## config.mk

```make
export PLATFORM = sky130hd
export DESIGN_NAME = bscan_io_chain
export DESIGN_NICKNAME = d
export VERILOG_FILES = /design/src/rtl/bscan_pkg.sv /design/src/rtl/bscan_shift.sv /design/src/rtl/bscan_update.sv /design/src/rtl/bscan_pad_mux.sv /design/src/rtl/bscan_io_chain.sv
export SDC_FILE = /design/constraint.sdc
export NUM_CORES = 1
export LEC_CHECK = 0
export ABC_AREA = 1
export BUFFER_PORTS_ARGS = -buffer_cell sky130_fd_sc_hd__buf_2
export CORE_AREA = 3 3 49 51
export CTS_CLUSTER_DIAMETER = 60
export DETAILED_ROUTE_END_ITERATION = 8
export DIE_AREA = 0 0 52 54
export PLACE_DENSITY_LB_ADDON = 0.08
export SLEW_MARGIN = 40
export SYNTH_ARGS = -nofsm -noshare
export SYNTH_HDL_FRONTEND = slang
export SYNTH_SLANG_ARGS = --single-unit
```

## constraint.sdc

```tcl
create_clock -name tck_i -period 1.59 [get_ports tck_i]
set_clock_uncertainty 0.1 [all_clocks]
set_input_delay 0.318 -clock tck_i [delete_from_list [all_inputs] [get_ports tck_i]]
set_output_delay 0.318 -clock tck_i [all_outputs]
set_load 0.01 [all_outputs]
```

## src/rtl/bscan_pkg.sv

```systemverilog
package bscan_pkg;
  localparam int CELLS_PER_PIN = 3;
  localparam int DIR_OFS = 0;
  localparam int OUT_OFS = 1;
  localparam int OBS_OFS = 2;
endpackage

```

## src/rtl/bscan_shift.sv

```systemverilog
module bscan_shift
  import bscan_pkg::*;
#(
  parameter int N_PINS = 4
) (
  input  logic              tck_i,
  input  logic              rst_ni,
  input  logic              capture_i,
  input  logic              shift_i,
  input  logic              tdi_i,
  input  logic [N_PINS-1:0] cap_dir_i,
  input  logic [N_PINS-1:0] cap_out_i,
  input  logic [N_PINS-1:0] cap_pad_i,
  output logic              tdo_o,
  output logic [N_PINS-1:0] ctl_dir_o,
  output logic [N_PINS-1:0] ctl_out_o
);
  localparam int W = CELLS_PER_PIN * N_PINS;

  logic [W-1:0] sr_q;
  logic [W-1:0] cap_vec;

  for (genvar p = 0; p < N_PINS; p++) begin : g_pin
    assign cap_vec[CELLS_PER_PIN*p+DIR_OFS] = cap_dir_i[p];
    assign cap_vec[CELLS_PER_PIN*p+OUT_OFS] = cap_out_i[p];
    assign cap_vec[CELLS_PER_PIN*p+OBS_OFS] = cap_pad_i[p];
    assign ctl_dir_o[p] = sr_q[CELLS_PER_PIN*p+DIR_OFS];
    assign ctl_out_o[p] = sr_q[CELLS_PER_PIN*p+OUT_OFS];
  end

  always_ff @(posedge tck_i or negedge rst_ni) begin
    if (!rst_ni)        sr_q <= '0;
    else if (capture_i) sr_q <= cap_vec;  // capture has priority
    else if (shift_i)   sr_q <= {tdi_i, sr_q[W-1:1]};
  end

  assign tdo_o = sr_q[0];

  p_capture_load_r2: assert property (@(posedge tck_i) disable iff (!rst_ni)
    capture_i |=> sr_q == $past(cap_vec));

  p_shift_tdi_r3: assert property (@(posedge tck_i) disable iff (!rst_ni)
    (shift_i && !capture_i) |=> sr_q[W-1] == $past(tdi_i));

  p_shift_tdo_r1: assert property (@(posedge tck_i) disable iff (!rst_ni)
    (shift_i && !capture_i) |=> tdo_o == $past(sr_q[1]));

  p_idle_hold_r3: assert property (@(posedge tck_i) disable iff (!rst_ni)
    (!shift_i && !capture_i) |=> $stable(sr_q));
endmodule

```

## src/rtl/bscan_update.sv

```systemverilog
module bscan_update #(
  parameter int N_PINS = 4
) (
  input  logic              tck_i,
  input  logic              rst_ni,
  input  logic              update_i,
  input  logic [N_PINS-1:0] ctl_dir_i,
  input  logic [N_PINS-1:0] ctl_out_i,
  output logic [N_PINS-1:0] lat_dir_o,
  output logic [N_PINS-1:0] lat_out_o
);
  always_ff @(posedge tck_i or negedge rst_ni) begin
    if (!rst_ni) begin
      lat_dir_o <= '0;
      lat_out_o <= '0;
    end else if (update_i) begin
      lat_dir_o <= ctl_dir_i;
      lat_out_o <= ctl_out_i;
    end
  end

  p_update_load_r4: assert property (@(posedge tck_i) disable iff (!rst_ni)
    update_i |=> (lat_dir_o == $past(ctl_dir_i)) && (lat_out_o == $past(ctl_out_i)));

  p_latch_hold_r5: assert property (@(posedge tck_i) disable iff (!rst_ni)
    !update_i |=> $stable(lat_dir_o) && $stable(lat_out_o));
endmodule

```

## src/rtl/bscan_pad_mux.sv

```systemverilog
module bscan_pad_mux #(
  parameter int N_PINS = 4
) (
  input  logic              extest_i,
  input  logic [N_PINS-1:0] func_dir_i,
  input  logic [N_PINS-1:0] func_out_i,
  input  logic [N_PINS-1:0] lat_dir_i,
  input  logic [N_PINS-1:0] lat_out_i,
  output logic [N_PINS-1:0] dir_o,
  output logic [N_PINS-1:0] out_o
);
  for (genvar p = 0; p < N_PINS; p++) begin : g_pin
    assign dir_o[p] = extest_i ? lat_dir_i[p] : func_dir_i[p];
    assign out_o[p] = extest_i ? lat_out_i[p] : func_out_i[p];
  end
endmodule

```

## src/rtl/bscan_io_chain.sv

```systemverilog
module bscan_io_chain #(
  parameter int N_PINS = 4
) (
  input  logic              tck_i,
  input  logic              rst_ni,
  input  logic              capture_i,
  input  logic              shift_i,
  input  logic              update_i,
  input  logic              tdi_i,
  output logic              tdo_o,
  input  logic              extest_i,
  input  logic [N_PINS-1:0] func_dir_i,
  input  logic [N_PINS-1:0] func_out_i,
  input  logic [N_PINS-1:0] pad_i,
  output logic [N_PINS-1:0] dir_o,
  output logic [N_PINS-1:0] out_o
);
  logic [N_PINS-1:0] ctl_dir, ctl_out, lat_dir, lat_out;

  bscan_shift #(.N_PINS(N_PINS)) u_shift (
    .tck_i, .rst_ni, .capture_i, .shift_i, .tdi_i,
    .cap_dir_i(dir_o), .cap_out_i(out_o), .cap_pad_i(pad_i),
    .tdo_o, .ctl_dir_o(ctl_dir), .ctl_out_o(ctl_out)
  );

  bscan_update #(.N_PINS(N_PINS)) u_update (
    .tck_i, .rst_ni, .update_i,
    .ctl_dir_i(ctl_dir), .ctl_out_i(ctl_out),
    .lat_dir_o(lat_dir), .lat_out_o(lat_out)
  );

  bscan_pad_mux #(.N_PINS(N_PINS)) u_mux (
    .extest_i, .func_dir_i, .func_out_i,
    .lat_dir_i(lat_dir), .lat_out_i(lat_out),
    .dir_o, .out_o
  );

  p_extest_drive_r6: assert property (@(posedge tck_i) disable iff (!rst_ni)
    extest_i |-> (dir_o == lat_dir) && (out_o == lat_out));
endmodule

```

# Yosys cells after proc, flatten, opt, wreduce, memory -nomap -nowiden
# Cells that the tools add are included.
# W data, S select, Z words.
dict set report totals {
  in_bits 19
  word_cells 14
  mem_bits_ro 0
  latchBits 0
  regBits 20
  memories 0
  out_inout_bits 9
  ramBits 0
}
dict set report classes {
  bitwise_logic 0
  order_cmp 0
  mux 10
  eq_ne 0
  n_reduce_logical 1
  n_div 0
  mul 0
  n_addsub 0
  shifts 0
}
# operator count
set op_table {}
lappend op_table {{$mux W12} 2}
lappend op_table {{$mux W1} 8}
lappend op_table {{$reduce_bool A2 Y1} 1}

# Logic depth before layout (Yosys ltp)
# Gate-level depths: netlist (run 1).
dict set report logic_depth {
  depth_word 2
  depth_mapped 7
  depth_no_buf 5
}

# By module
# A second synthesis (run 1) with hierarchy kept.
dict set report hier_totals {
  cells_unflattened 134
  area_unflattened_um2 1038.5
}
# module seq_area_each_um2 area_each_um2 instances cells_each
set by_module_without_submodules {}
lappend by_module_without_submodules {bscan_shift 300.3 628.1 1 74}
lappend by_module_without_submodules {bscan_update 200.2 305.3 1 34}
lappend by_module_without_submodules {bscan_pad_mux 0.0 105.1 1 26}

# Worst setup path after synthesis (run 1)
# Ideal clock, no wire load.
dict set report synth_timing {
  path_type {in2out}
  from {input extest_i}
  to {output dir_o[0]}
  n_path_buf 1
  slack_ns 0.323
  stages 4
  required_ns 1.172
  t_arrival_ns 0.849
  cell_sequence {buf_2 > inv_1 > nand2_1 > and2_1}
}
dict set report synth_between {
  elab_chain_len 1
}
# element line_no
set synth_rtl {}
lappend synth_rtl {{start: declaration} bscan_io_chain.sv:11} ;# input logic extest_i,
lappend synth_rtl {{$mux W1} bscan_pad_mux.sv:13} ;# assign dir_o[p] = extest_i ? lat_dir_i[p] : func_dir_i[p];
lappend synth_rtl {{end: declaration} bscan_io_chain.sv:15} ;# output logic [N_PINS-1:0] dir_o,
# Every way passes these cells.

# Worst setup path after layout (run 1)
dict set report layout_timing {
  from {register u_update.lat_dir_o[0]}
  to {output dir_o[0]}
}
dict set report layout_between {
  elab_chain_len 1
}
# element line_no
set layout_rtl {}
lappend layout_rtl {{start: declaration} bscan_update.sv:9} ;# output logic [N_PINS-1:0] lat_dir_o,
lappend layout_rtl {{start signal: assignment} bscan_update.sv:17} ;# lat_dir_o <= ctl_dir_i;
lappend layout_rtl {{$mux W1} bscan_pad_mux.sv:13}
# Every way passes these cells.

==> insert_results.sql, run 1 <==
INSERT INTO impl_metrics (metric_group, metric, value, unit) VALUES
('run_status', 'outcome', 'completed', ''),
('sta', 'slew_headroom', '69.3', '%'),
('synthesis', 'yosys.cell_count.top_type', 'nand2_1', ''),
('die', 'die_area', '2810', 'um2'),
('synthesis', 'yosys.area.top_type_share', '46.7', '%'),
('min_path', 'hold_path_depth', '3', ''),
('sta', 'transition_at_the_pin_with_the_smallest_max_transition_slack', '0.460', 'ns'),
('sta', 'timing.final.hold_violations', '0', ''),
('critical_path', 'critical_r2r_capture', 'u_shift.sr_q[0]$_DFFE_PN0P_', ''),
('synthesis', 'synth.ff_latch_count', '20', ''),
('finish', 'postLayoutCoreUtil', '64.3', '%'),
('run', 'drv.max_cap_violation_count', '0', ''),
('global_route', 'grt_pass1_vias', '921', ''),
('global_route', 'grt_remaining_overflow', '0', ''),
('cts', 'cts.root.buffer_cell', 'clkbuf_4', ''),
('drt', 'detail-route-antenna-nets', '0', ''),
('critical_path', 'arrival', '1.10', 'ns'),
('critical_path', 'worst_r2r_startpoint', 'u_shift.sr_q[1]$_DFFE_PN0P_', ''),
('sta', 'final_min_period_over_clock_period', '95.6', '%'),
('die', 'initial_core_util', '54.1', '%'),
('die', 'die_x', '52', 'um'),
('synthesis', 'ys_dominant_reg_cell', 'dfrtp_1', ''),
('drt', 'drt_wl_total', '2.26', 'mm'),
('global_route', 'grt_pass1_wl', '3.97', 'mm'),
('die', 'chipHeight', '54', 'um'),
('finish', 'final.fill_count', '190', ''),
('drt', 'drt_first_pass_iters', '4', ''),
('synthesis', 'netlist_top_cells_area', 'dfrtp_1 47%, nand2_1 21%, inv_1 9.5%, nand3_1 9.3%, and2_1 4.7%', ''),
('cts', 'tritoncts_clock_tree', 'built', ''),
('synthesis', 'async_reset_ff_share', '100', '%'),
('sta', 'rsz0062_at_grt', 'false', ''),
('synthesis', 'synth-compound-area-share', '3.73', '%'),
('place', 'dp.cells', '200', ''),
('synthesis', 'synth_fa_ha_area_share', '0', '%'),
('finish', 'multi_input_comb_area', '433', 'um2'),
('synthesis', 'simple_logic_cell_fraction_of_the_synthesized_area', '36.4', '%'),
('critical_path', 'cp-start-kind', 'flip-flop', ''),
('synthesis', 'yosys.area_share.xor_xnor', '0', '%'),
('critical_path', 'endpoint_kind', 'output port', ''),
('cts', 'clock_transition_at_the_registers_of_the_reported_paths', '0.13', 'ns'),
('synthesis', 'cells_after_synth', '150', ''),
('drt', 'average_via_count_per_standard_cell', '4.64', ''),
('critical_path', 'cpMaxStageDelayCell', 'dfrtp_1', ''),
('critical_path', 'worst_r2r_path_depth', '4', ''),
('cts', 'post_cts.repair.setup_buffers', '0', ''),
('min_path', 'worst_hold_path_type', 'input port to flip-flop', ''),
('synthesis', 'synth_enable_flop_cells', '0', ''),
('critical_path', 'setup.worst_path.class', 'flip-flop to output port', ''),
('pwr', 'ir_drop', '0.560', 'mV'),
('place', 'dp.final_hpwl', '1.61', 'mm'),
('sta', 'setup_tns', '0', 'ns'),
('synthesis', 'synth_top_cells_by_count', '60 x nand2_1, 27 x inv_1, 20 x dfrtp_1, 20 x nand3_1', ''),
('min_path', 'hold_path_startpoint', 'tdi_i', ''),
('place', 'place.gp.congestion', '0.797', ''),
('critical_path', 'worst-r2r-setup-slack', '0.71', 'ns'),
('critical_path', 'worst_path_largest_cell_delay', '0.39', 'ns'),
('sta', 'final.hold.worst_slack', '0.110', 'ns'),
('sta', 'slew_viol_final', '0', ''),
('synthesis', 'mappedNetlistArea', '1070', 'um2'),
('finish', 'antenna_cells_inserted', '0', ''),
('die', 'core.rowCount', '16', ''),
('finish', 'layout.cell_area.non_filler', '1270', 'um2'),
('synthesis', 'ys_types', '11', ''),
('synthesis', 'syn_avg_cell_area', '7.15', 'um2'),
('finish', 'register_area', '500', 'um2'),
('critical_path', 'required', '1.17', 'ns'),
('finish', 'area_growth', '18.8', '%'),
('finish', 'finalNonFillerCells', '205', ''),
('critical_path', 'max_fanout_on_critical_path', '2', ''),
('cts', 'cts_made_buffers', '3', ''),
('synthesis', 'synth_warnings', '0', '');
-- kinds of logic (layout without fill, tap and decap cells) --
group	Yosys count	after routing
AO/OA/AOI/OAI	8	8
buffers and inverters	32	60
flip-flops	20	20
AND/OR/NAND/NOR	90	90
-- registers in the layout, indices dropped and copies added, names as in the netlist --
signal              count
u_shift.sr_q           12
u_update.lat_dir_o      4
u_update.lat_out_o      4
-- repair_timing --
| action | 4_1_cts | 5_1_grt |
|---|---|---|
| resized for setup | 0 | 3 |
| hold buffers | 1 | 0 |
| endpoints found under the hold margin | 20 | 0 |
| setup endpoints to repair | 0 | 2 |
-- cell usage in the layout, fill, tap and decap left out --
cell,synthesis,final
and2_1,8,7
nor2_1,1,1
inv_1,27,25
nor2_4,1,1
o21ai_0,8,8
inv_2,0,2
clkbuf_4,0,3
nand2_1,60,60
dlygate4sd3_1,0,1
buf_2,2,27
bufinv_16,0,1
buf_4,1,1
dfrtp_1,20,20
and2_4,0,1
nand3_1,20,20
-- metal layers --
layer,track usage (%),vias to the layer above,wire (um),share of wire [%]
li1,-,505,-,-
met1,24.3,423,1050,47
met2,33.1,22,1100,49
met3,2.49,2,87,3.9
met4,7.86,0,19,0.84
met5,0,-,0,0
-- worst max-delay path: cells and delay by family (launching register included) --
family        cells  cell delay [ns]
buf+inv           2             0.19
flops             1             0.39
simple gates      2             0.23
-- final cells by class --
type                       instances  share of cell area [%]
clock buffer                       3                    1.77
tap                               27                    2.65
timing repair buffer              29                    12.0
sequential                        20                    39.3
multi-input combinational         98                    34.0
inverter                          27                    7.96
clock inverter                     1                    2.36
-- where the power goes --
group	internal, W	total, W	leakage (nW)	switching (W)
sequential	0.000575	0.000613	0.247	0.0000379
combinational	0.000101	0.000243	0.464	0.000143
clock	0.000255	0.000420	0.0279	0.000165
total	0.000931	0.00128	0.738	0.000345
-- metrics by stage --
stage          worst slack, ns  power [W]
2_1_floorplan            0.323   0.000772
3_3_place_gp             0.179   0.000855
3_5_place_dp             0.153   0.000862
4_1_cts                 0.0664    0.00128
5_1_grt                0.00500    0.00135
6_report                0.0707    0.00128
-- how the worst max path moves through the flow --
stage | startpoint | to | slack [ns] | cells after the start
CTS | u_update.lat_dir_o[0]$_DFFE_PN0P_ | dir_o[0] | 0.07 | 4
global placement | extest_i | out_o[1] | 0.18 | 5
finish | u_update.lat_dir_o[0]$_DFFE_PN0P_ | dir_o[0] | 0.07 | 4
global route | u_update.lat_dir_o[0]$_DFFE_PN0P_ | dir_o[0] | 0.005 | 4
floorplan | extest_i | dir_o[0] | 0.32 | 4
detailed placement | extest_i | out_o[3] | 0.15 | 5
Power figures use the tool's default switching activity.
==> run 2: changes to the inputs <==
--- a/config.mk
+++ b/config.mk
@@ -7,10 +7,12 @@
 export LEC_CHECK = 0
 export ABC_AREA = 1
 export BUFFER_PORTS_ARGS = -buffer_cell sky130_fd_sc_hd__buf_2
-export CORE_AREA = 3 3 49 51
+export CELL_PAD_IN_SITES_DETAIL_PLACEMENT = 0
+export CELL_PAD_IN_SITES_GLOBAL_PLACEMENT = 1
+export CORE_AREA = 3 3 57 59
 export CTS_CLUSTER_DIAMETER = 60
 export DETAILED_ROUTE_END_ITERATION = 8
-export DIE_AREA = 0 0 52 54
+export DIE_AREA = 0 0 60 62
 export PLACE_DENSITY_LB_ADDON = 0.08
 export SLEW_MARGIN = 40
 export SYNTH_ARGS = -nofsm -noshare
==> run 2 against run 1 <==
Against the previous run:
- combinational power barely moved
- register-to-register slack barely moved
- via count rose by 0.32%
- critical path depth did not move
- utilization fell by 18 points
- sequential power fell by 0.7%
- sequential share of layout area rose by 0.12 points
- clock-buffer cell count rose by 1
- die area rose by 32%
- first-iteration DRC count rose by 130%
- sequential cell count did not move
- critical path type unchanged
- largest cell class unchanged
- largest power group unchanged
==> insert_results.sql, run 2 (synthesis results as in run 1) <==
INSERT INTO impl_metrics (metric_group, metric, value, unit) VALUES
('sta', 'postLayoutSetupSlackWorst', '0.0781', 'ns'),
('critical_path', 'crit_chain', 'inv_1, nand2_1, and2_1, buf_2', ''),
('global_route', 'grt_remaining_overflow', '0', ''),
('die', 'core_region_area', '2760', 'um2'),
('pwr', 'power_leakage', '0.737', 'nW'),
('finish', 'share_of_final_layout_standard_cells_stronger_than_drive_strength_1', '20.1', '%'),
('critical_path', 'endpoint_kind', 'output port', ''),
('sta', 'rsz0062_at_grt', 'false', ''),
('pwr', 'powerDensity', '915', 'nW/um2'),
('drt', 'detail-route-antenna-nets', '0', ''),
('sta', 'slew_viol_final', '0', ''),
('place', 'pre_cts_slack', '0.119', 'ns'),
('cts', 'clock_path_buffers', '2', ''),
('critical_path', 'cpMaxStageDelayCell', 'dfrtp_1', ''),
('cts', 'insertion_delay', '0.30', 'ns'),
('critical_path', 'required', '1.17', 'ns'),
('critical_path', 'cp-start-kind', 'flip-flop', ''),
('run_status', 'outcome', 'completed', ''),
('sta', 'final_min_period_over_clock_period', '95.1', '%'),
('pwr', 'ir_drop', '0.514', 'mV'),
('sta', 'slew_headroom', '70.0', '%'),
('critical_path', 'critical_r2r_capture', 'u_shift.sr_q[6]$_DFFE_PN0P_', ''),
('drt', 'drt_first_pass_iters', '4', ''),
('cts', 'cts_made_buffers', '3', ''),
('die', 'initial_core_util', '38.9', '%'),
('critical_path', 'worst_r2r_path_depth', '4', ''),
('min_path', 'hold_path_startpoint', 'tdi_i', ''),
('sta', 'transition_at_the_pin_with_the_smallest_max_transition_slack', '0.450', 'ns'),
('drt', 'average_via_count_per_standard_cell', '4.55', ''),
('die', 'die_x', '60', 'um'),
('min_path', 'min_to', 'u_shift.sr_q[11]$_DFFE_PN0P_', ''),
('finish', 'flip_flop_count_of_the_largest_register_all_copies_and_words_added', '12', ''),
('critical_path', 'worst_r2r_startpoint', 'u_shift.sr_q[7]$_DFFE_PN0P_', ''),
('die', 'core.rowCount', '19', ''),
('sta', 'final_setup_violation_count', '0', ''),
('sta', 'final_critical_delay_including_setup_and_external_delays', '1.51', 'ns'),
('place', 'place.port_buffers', '27', ''),
('min_path', 'worst_hold_path_type', 'input port to flip-flop', ''),
('place', 'place.gp.congestion', '0.735', ''),
('critical_path', 'setup.worst_path.class', 'flip-flop to output port', ''),
('place', 'dp.final_hpwl', '1.74', 'mm'),
('critical_path', 'worst-r2r-setup-slack', '0.72', 'ns'),
('finish', 'max_flop_register', 'u_shift.sr_q', ''),
('critical_path', 'max_fanout_on_critical_path', '2', ''),
('global_route', 'groute.usage.overall', '14.8', '%'),
('cts', 'clock_transition_at_the_registers_of_the_reported_paths', '0.12', 'ns'),
('drt', 'wire_per_inst', '11.3', 'um'),
('die', 'die_area', '3720', 'um2'),
('finish', 'largest_registers', 'u_shift.sr_q x12, u_update.lat_dir_o x4, u_update.lat_out_o x4', ''),
('cts', 'cts.sink_count', '20', ''),
('finish', 'antenna_cells_inserted', '0', ''),
('finish', 'layout_common_cells', '60 x nand2_1, 27 x buf_2, 26 x inv_1', ''),
('global_route', 'grt_pass1_vias', '879', ''),
('drt', 'drt_drc_violations_left', '0', ''),
('cts', 'tritoncts_clock_tree', 'built', ''),
('die', 'ios', '28', ''),
('finish', 'final.fill_count', '290', ''),
('finish', 'area_growth', '18.4', '%'),
('sta', 'setup_tns', '0', 'ns'),
('drt', 'dr_total_vias', '955', ''),
('min_path', 'hold_path_depth', '3', ''),
('critical_path', 'arrival', '1.09', 'ns'),
('critical_path', 'worst_path_largest_cell_delay', '0.38', 'ns'),
('drt', 'detailedRoute.firstIterationViolations', '41', ''),
('cts', 'htree_num_levels', '1', ''),
('drt', 'drt_wl_total', '2.37', 'mm'),
('global_route', 'grt_start_max_net_pins', '21', ''),
('cts', 'cts.root.buffer_cell', 'clkbuf_4', ''),
('sta', 'max_clock_freq', '0.661', 'GHz'),
('cts', 'post_cts.repair.setup_buffers', '0', ''),
('finish', 'mostFrequentLayoutCell', 'nand2_1', ''),
('global_route', 'antenna_found_initial', '0', ''),
('sta', 'timing.final.hold_violations', '0', ''),
('global_route', 'grt_pass1_wl', '3.98', 'mm'),
('run', 'drv.max_cap_violation_count', '0', ''),
('die', 'chipHeight', '62', 'um'),
('finish', 'final_nets', '199', '');
-- run 2: cell types whose count changed in the layout (fill, tap and decap cells not counted), sizes merged --
cell / previous run / this run
buf: 28 / 29
bufinv: 1 / 0
clkbuf: 3 / 4
-- run 2: critical path, delay by kind of cell (launching register included) --
family	cells	cell delay, ns
simple gates	2	0.21
flops	1	0.38
buf+inv	2	0.20
-- run 2: timing repair --
action                     CTS  global route
gates resized for setup      0             2
hold buffers                 1             0
setup endpoints to repair    0             2
hold endpoints to repair    20             0
-- run 2: layer usage --
layer | GRT usage (%) | part of all wire (%)
met5 | 0 | 0
met4 | 6.65 | 1.9
met3 | 3.51 | 4.7
met2 | 21.0 | 42
met1 | 21.3 | 51
-- run 2: how the worst max path moves through the flow --
stage | from | slack [ns] | endpoint
after CTS | u_update.lat_dir_o[3]$_DFFE_PN0P_ | 0.06 | dir_o[3]
after global placement | extest_i | 0.14 | out_o[2]
after floorplan | extest_i | 0.32 | dir_o[0]
after detailed placement | extest_i | 0.12 | dir_o[1]
after global routing | u_update.lat_out_o[2]$_DFFE_PN0P_ | 0.002 | out_o[2]
final | u_update.lat_out_o[1]$_DFFE_PN0P_ | 0.08 | out_o[1]
-- run 2: cell type report --
cell class / count / area, um2 / share of cell area, %
clock buffers: 4 / 36.3 / 2.86
multi-input cells: 98 / 433 / 34.1
repair buffers: 30 / 160 / 12.6
inverters: 27 / 101 / 7.98
flip-flops and latches: 20 / 500 / 39.4
well taps: 31 / 38.8 / 3.05
-- run 2: report_power, final --
group          total, W  internal (W)  switching, W
clock network  0.000306      0.000140      0.000167
registers      0.000609      0.000575     0.0000344
logic          0.000246      0.000102      0.000144
total           0.00116      0.000817      0.000345
-- run 2: per-stage QoR --
stage | instance area [um2] | hold slack (ns) | total power, W | cells | utilization [%]
6_report | 1270 | 0.110 | 0.00116 | 210 | 46.1
5_1_grt | 1270 | 0.111 | 0.00124 | 210 | 46.1
4_1_cts | 1270 | 0.0981 | 0.00118 | 210 | 46.0
3_5_place_dp | 1220 | 0.194 | 0.000866 | 205 | 44.3
3_3_place_gp | 1220 | 0.197 | 0.000861 | 205 | 44.3
2_1_floorplan | 1070 | -0.0776 | 0.000772 | 150 | -
==> run 3: changes to the inputs <==
--- a/config.mk
+++ b/config.mk
@@ -5,15 +5,14 @@
 export SDC_FILE = /design/constraint.sdc
 export NUM_CORES = 1
 export LEC_CHECK = 0
-export ABC_AREA = 1
 export BUFFER_PORTS_ARGS = -buffer_cell sky130_fd_sc_hd__buf_2
 export CELL_PAD_IN_SITES_DETAIL_PLACEMENT = 0
 export CELL_PAD_IN_SITES_GLOBAL_PLACEMENT = 1
-export CORE_AREA = 3 3 57 59
+export CORE_AREA = 3 3 53 55
 export CTS_CLUSTER_DIAMETER = 60
 export DETAILED_ROUTE_END_ITERATION = 8
-export DIE_AREA = 0 0 60 62
-export PLACE_DENSITY_LB_ADDON = 0.08
+export DIE_AREA = 0 0 56 58
+export PLACE_DENSITY = 0.85
 export SLEW_MARGIN = 40
 export SYNTH_ARGS = -nofsm -noshare
 export SYNTH_HDL_FRONTEND = slang
==> run 3 against run 2 <==
Against the previous run:
- routed wire length fell by 21%
- worst hold slack worse by 0.0046 ns
- utilization is 3.9 points higher
- non-clock buffer count decreased by 2
- register-to-register slack got worse by 0.28 ns
- final area shrank 4.3%
- sequential share of layout area grew 1.8 points
- sequential power up 13%
- critical path depth fell by 2
- clock-buffer cell count fell by 1
- clock power rose by 37%
- power grew 28%
- largest cell class unchanged
- highest routed layer is now met3
==> insert_results.sql, run 3 <==
INSERT INTO impl_metrics (metric_group, metric, value, unit) VALUES
('synthesis', 'async_reset_ff_share', '100', '%'),
('critical_path', 'arrival', '1.12', 'ns'),
('run', 'drv.max_cap_violation_count', '0', ''),
('critical_path', 'timing.critical_path.to', 'dir_o[0]', ''),
('global_route', 'antenna_found_initial', '0', ''),
('pwr', 'seq_power_share', '46.5', '%'),
('min_path', 'worst_hold_path_type', 'input port to flip-flop', ''),
('sta', 'slew_headroom', '70.4', '%'),
('sta', 'rsz0062_at_grt', 'false', ''),
('critical_path', 'critical_r2r_capture', 'u_shift.sr_q[10]$_DFFE_PN0P_', ''),
('synthesis', 'postSynthNetCount', '88', ''),
('synthesis', 'yosys.area.top_type_share', '49.9', '%'),
('finish', 'antenna_cells_inserted', '0', ''),
('critical_path', 'max_fanout_on_critical_path', '2', ''),
('sta', 'final_setup_violation_count', '0', ''),
('sta', 'max_clock_freq', '0.652', 'GHz'),
('place', 'place.port_buffers', '27', ''),
('place', 'place.gp.congestion', '0.687', ''),
('critical_path', 'worst-r2r-setup-slack', '0.44', 'ns'),
('synthesis', 'yosysSeqAreaShare', '49.9', '%'),
('cts', 'clock_path_buffers', '2', ''),
('finish', 'final_nets', '116', ''),
('finish', 'share_of_final_layout_standard_cells_stronger_than_drive_strength_1', '65.6', '%'),
('die', 'die_x', '56', 'um'),
('finish', 'postLayoutCoreUtil', '49.9', '%'),
('drt', 'wire_per_inst', '14.9', 'um'),
('die', 'core_region_area', '2430', 'um2'),
('synthesis', 'synth_warnings', '0', ''),
('die', 'initial_core_util', '41.3', '%'),
('critical_path', 'required', '1.17', 'ns'),
('cts', 'cts.root.buffer_cell', 'clkbuf_4', ''),
('synthesis', 'ys_types', '8', ''),
('cts', 'insertion_delay', '0.30', 'ns'),
('synthesis', 'syn_avg_cell_area', '14.5', 'um2'),
('drt', 'drt_drc_violations_left', '0', ''),
('drt', 'drt_wl_total', '1.88', 'mm'),
('sta', 'transition_at_the_pin_with_the_smallest_max_transition_slack', '0.445', 'ns'),
('synthesis', 'synth_top_cells_by_count', '24 x mux2_2, 20 x dfrtp_1, 8 x mux2_4', ''),
('synthesis', 'mappedNetlistArea', '1000', 'um2'),
('synthesis', 'cells_after_synth', '69', ''),
('critical_path', 'endpoint_kind', 'output port', ''),
('sta', 'final_min_period_over_clock_period', '96.4', '%'),
('critical_path', 'setup.worst_path.class', 'flip-flop to output port', ''),
('pwr', 'powerDensity', '1220', 'nW/um2'),
('pwr', 'p_sw_share', '24.9', '%'),
('cts', 'clock_transition_at_the_registers_of_the_reported_paths', '0.12', 'ns'),
('place', 'dp.final_hpwl', '1.30', 'mm'),
('cts', 'post_cts.repair.setup_buffers', '0', ''),
('synthesis', 'ys_dominant_reg_cell', 'dfrtp_1', ''),
('global_route', 'grt_pass1_vias', '649', ''),
('finish', 'mostFrequentLayoutCell', 'buf_2', ''),
('sta', 'final_critical_delay_including_setup_and_external_delays', '1.53', 'ns'),
('pwr', 'combPwrFrac', '25.3', '%'),
('sta', 'slew_viol_final', '0', ''),
('die', 'die_area', '3250', 'um2'),
('pwr', 'p_sw', '0.000370', 'W'),
('cts', 'tritoncts_clock_tree', 'built', ''),
('synthesis', 'yosys.cell_count.top_type', 'mux2_2', ''),
('pwr', 'pnr_total_power', '0.00149', 'W'),
('drt', 'dr_total_vias', '621', ''),
('critical_path', 'startpoint', 'u_update.lat_dir_o[0]$_DFFE_PN0P_', ''),
('drt', 'drt_first_pass_iters', '4', ''),
('sta', 'final.hold.worst_slack', '0.105', 'ns'),
('drt', 'average_via_count_per_standard_cell', '4.93', ''),
('die', 'core.rowCount', '18', ''),
('critical_path', 'worst_r2r_startpoint', 'u_shift.sr_q[10]$_DFFE_PN0P_', ''),
('global_route', 'grt_remaining_overflow', '0', ''),
('pwr', 'power_leakage', '0.589', 'nW'),
('global_route', 'groute.usage.overall', '12.6', '%'),
('run_status', 'outcome', 'completed', ''),
('drt', 'detail-route-antenna-nets', '0', ''),
('synthesis', 'synth_largest_area_cell', 'dfrtp_1', ''),
('sta', 'timing.final.hold_violations', '0', ''),
('critical_path', 'worst_r2r_path_depth', '2', ''),
('global_route', 'grt_pass1_wl', '3.13', 'mm'),
('finish', 'max_flop_register', 'u_shift.sr_q', ''),
('sta', 'postLayoutSetupSlackWorst', '0.0566', 'ns'),
('sta', 'setup_tns', '0', 'ns'),
('global_route', 'grt_start_max_net_pins', '21', ''),
('synthesis', 'netlist_top_cells_area', 'dfrtp_1 50%, mux2_2 27%, mux2_4 12%, mux2i_1 4.0%, buf_6 2.2%', ''),
('finish', 'flip_flop_count_of_the_largest_register_all_copies_and_words_added', '12', ''),
('finish', 'area_growth', '21.1', '%'),
('finish', 'layout_common_cells', '26 x buf_2, 22 x mux2_2, 20 x dfrtp_1', ''),
('cts', 'htree_num_levels', '1', ''),
('drt', 'detailedRoute.firstIterationViolations', '18', ''),
('die', 'chipHeight', '58', 'um'),
('cts', 'cts.sink_count', '20', ''),
('cts', 'cts_made_buffers', '3', ''),
('place', 'pre_cts_slack', '0.0908', 'ns'),
('synthesis', 'synth.ff_latch_count', '20', ''),
('synthesis', 'synth_enable_flop_cells', '0', ''),
('pwr', 'ir_drop', '0.936', 'mV'),
('die', 'ios', '28', ''),
('critical_path', 'cp-start-kind', 'flip-flop', ''),
('finish', 'largest_registers', 'u_shift.sr_q x12, u_update.lat_dir_o x4, u_update.lat_out_o x4', ''),
('pwr', 'power_frac_clock', '28.2', '%'),
('pwr', 'power_report.internal_total', '0.00112', 'W');
[run 3: cell count changes after synthesis, moves of 8 or more]
cell | before | now
mux2_4 | 0 | 8
nand2_1 | 60 | 4
and2_1 | 8 | 0
mux2_2 | 0 | 24
inv_1 | 27 | 0
nand3_1 | 20 | 0
[run 3: worst max-delay path, stage by stage (launching register included)]
cell and delay (ns):
dfrtp_1 0.40, mux2_2 0.27, buf_2 0.14
[run 3: power by group through the flow]
| stage | logic [W] | clock network [W] | registers [W] |
|---|---|---|---|
| 2_1_floorplan | 0.000270 | 0 | 0.000681 |
| 3_3_place_gp | 0.000355 | 0 | 0.000696 |
| 3_5_place_dp | 0.000365 | 0 | 0.000701 |
| 4_1_cts | 0.000372 | 0.000435 | 0.000691 |
| 5_1_grt | 0.000414 | 0.000459 | 0.000707 |
| 6_report | 0.000376 | 0.000419 | 0.000691 |
[run 3: kinds of logic after synthesis]
| family | count (synthesis) | share of synthesized area (%) |
|---|---|---|
| AOI/OAI and AO/OA | 4 | 2.00 |
| muxes | 36 | 42.9 |
| DFF | 20 | 49.9 |
| and+or+nand+nor | 4 | 1.50 |
| buffers and inverters | 5 | 3.74 |
[run 3: how the worst min path moves through the flow]
stage	from	to	slack, ns	cells after the start
floorplan	rst_ni	u_shift.sr_q[0]$_DFFE_PN0P_	-0.08	0
global placement	rst_ni	u_shift.sr_q[4]$_DFFE_PN0P_	0.19	1
detailed placement	rst_ni	u_shift.sr_q[5]$_DFFE_PN0P_	0.19	1
CTS	pad_i[2]	u_shift.sr_q[8]$_DFFE_PN0P_	0.09	3
global route	pad_i[3]	u_shift.sr_q[11]$_DFFE_PN0P_	0.10	3
finish	pad_i[3]	u_shift.sr_q[11]$_DFFE_PN0P_	0.11	3
[run 3: metal layers]
metal  track usage, %  vias to the layer above  wire length [um]
met4             2.03                        0                 0
met1             15.5                      303               812
met2             20.5                       20               924
li1                 -                      298                 -
met3             6.46                        0               144
met5                0                        -                 0
[run 3: cell type report]
type                    count  area, um2
clock buffers               3       22.5
clock inverters             1       30.0
fillers                   230       1220
multi-input cells          44        473
flip-flops and latches     20        500
well taps                  30       37.5
repair buffers             28        151
[run 3: what timing repair did]
action                     CTS  global route
hold endpoints to repair    20             0
gates resized for setup      0             3
hold buffers                 1             0
setup endpoints to repair    0             2
[run 3: through the flow]
| step | cell area (um2) | cells |
|---|---|---|
| finish | 1210 | 126 |
| global route | 1210 | 126 |
| CTS | 1200 | 126 |
| detailed placement | 1140 | 121 |
| global placement | 1140 | 121 |
| floorplan | 1000 | 69 |
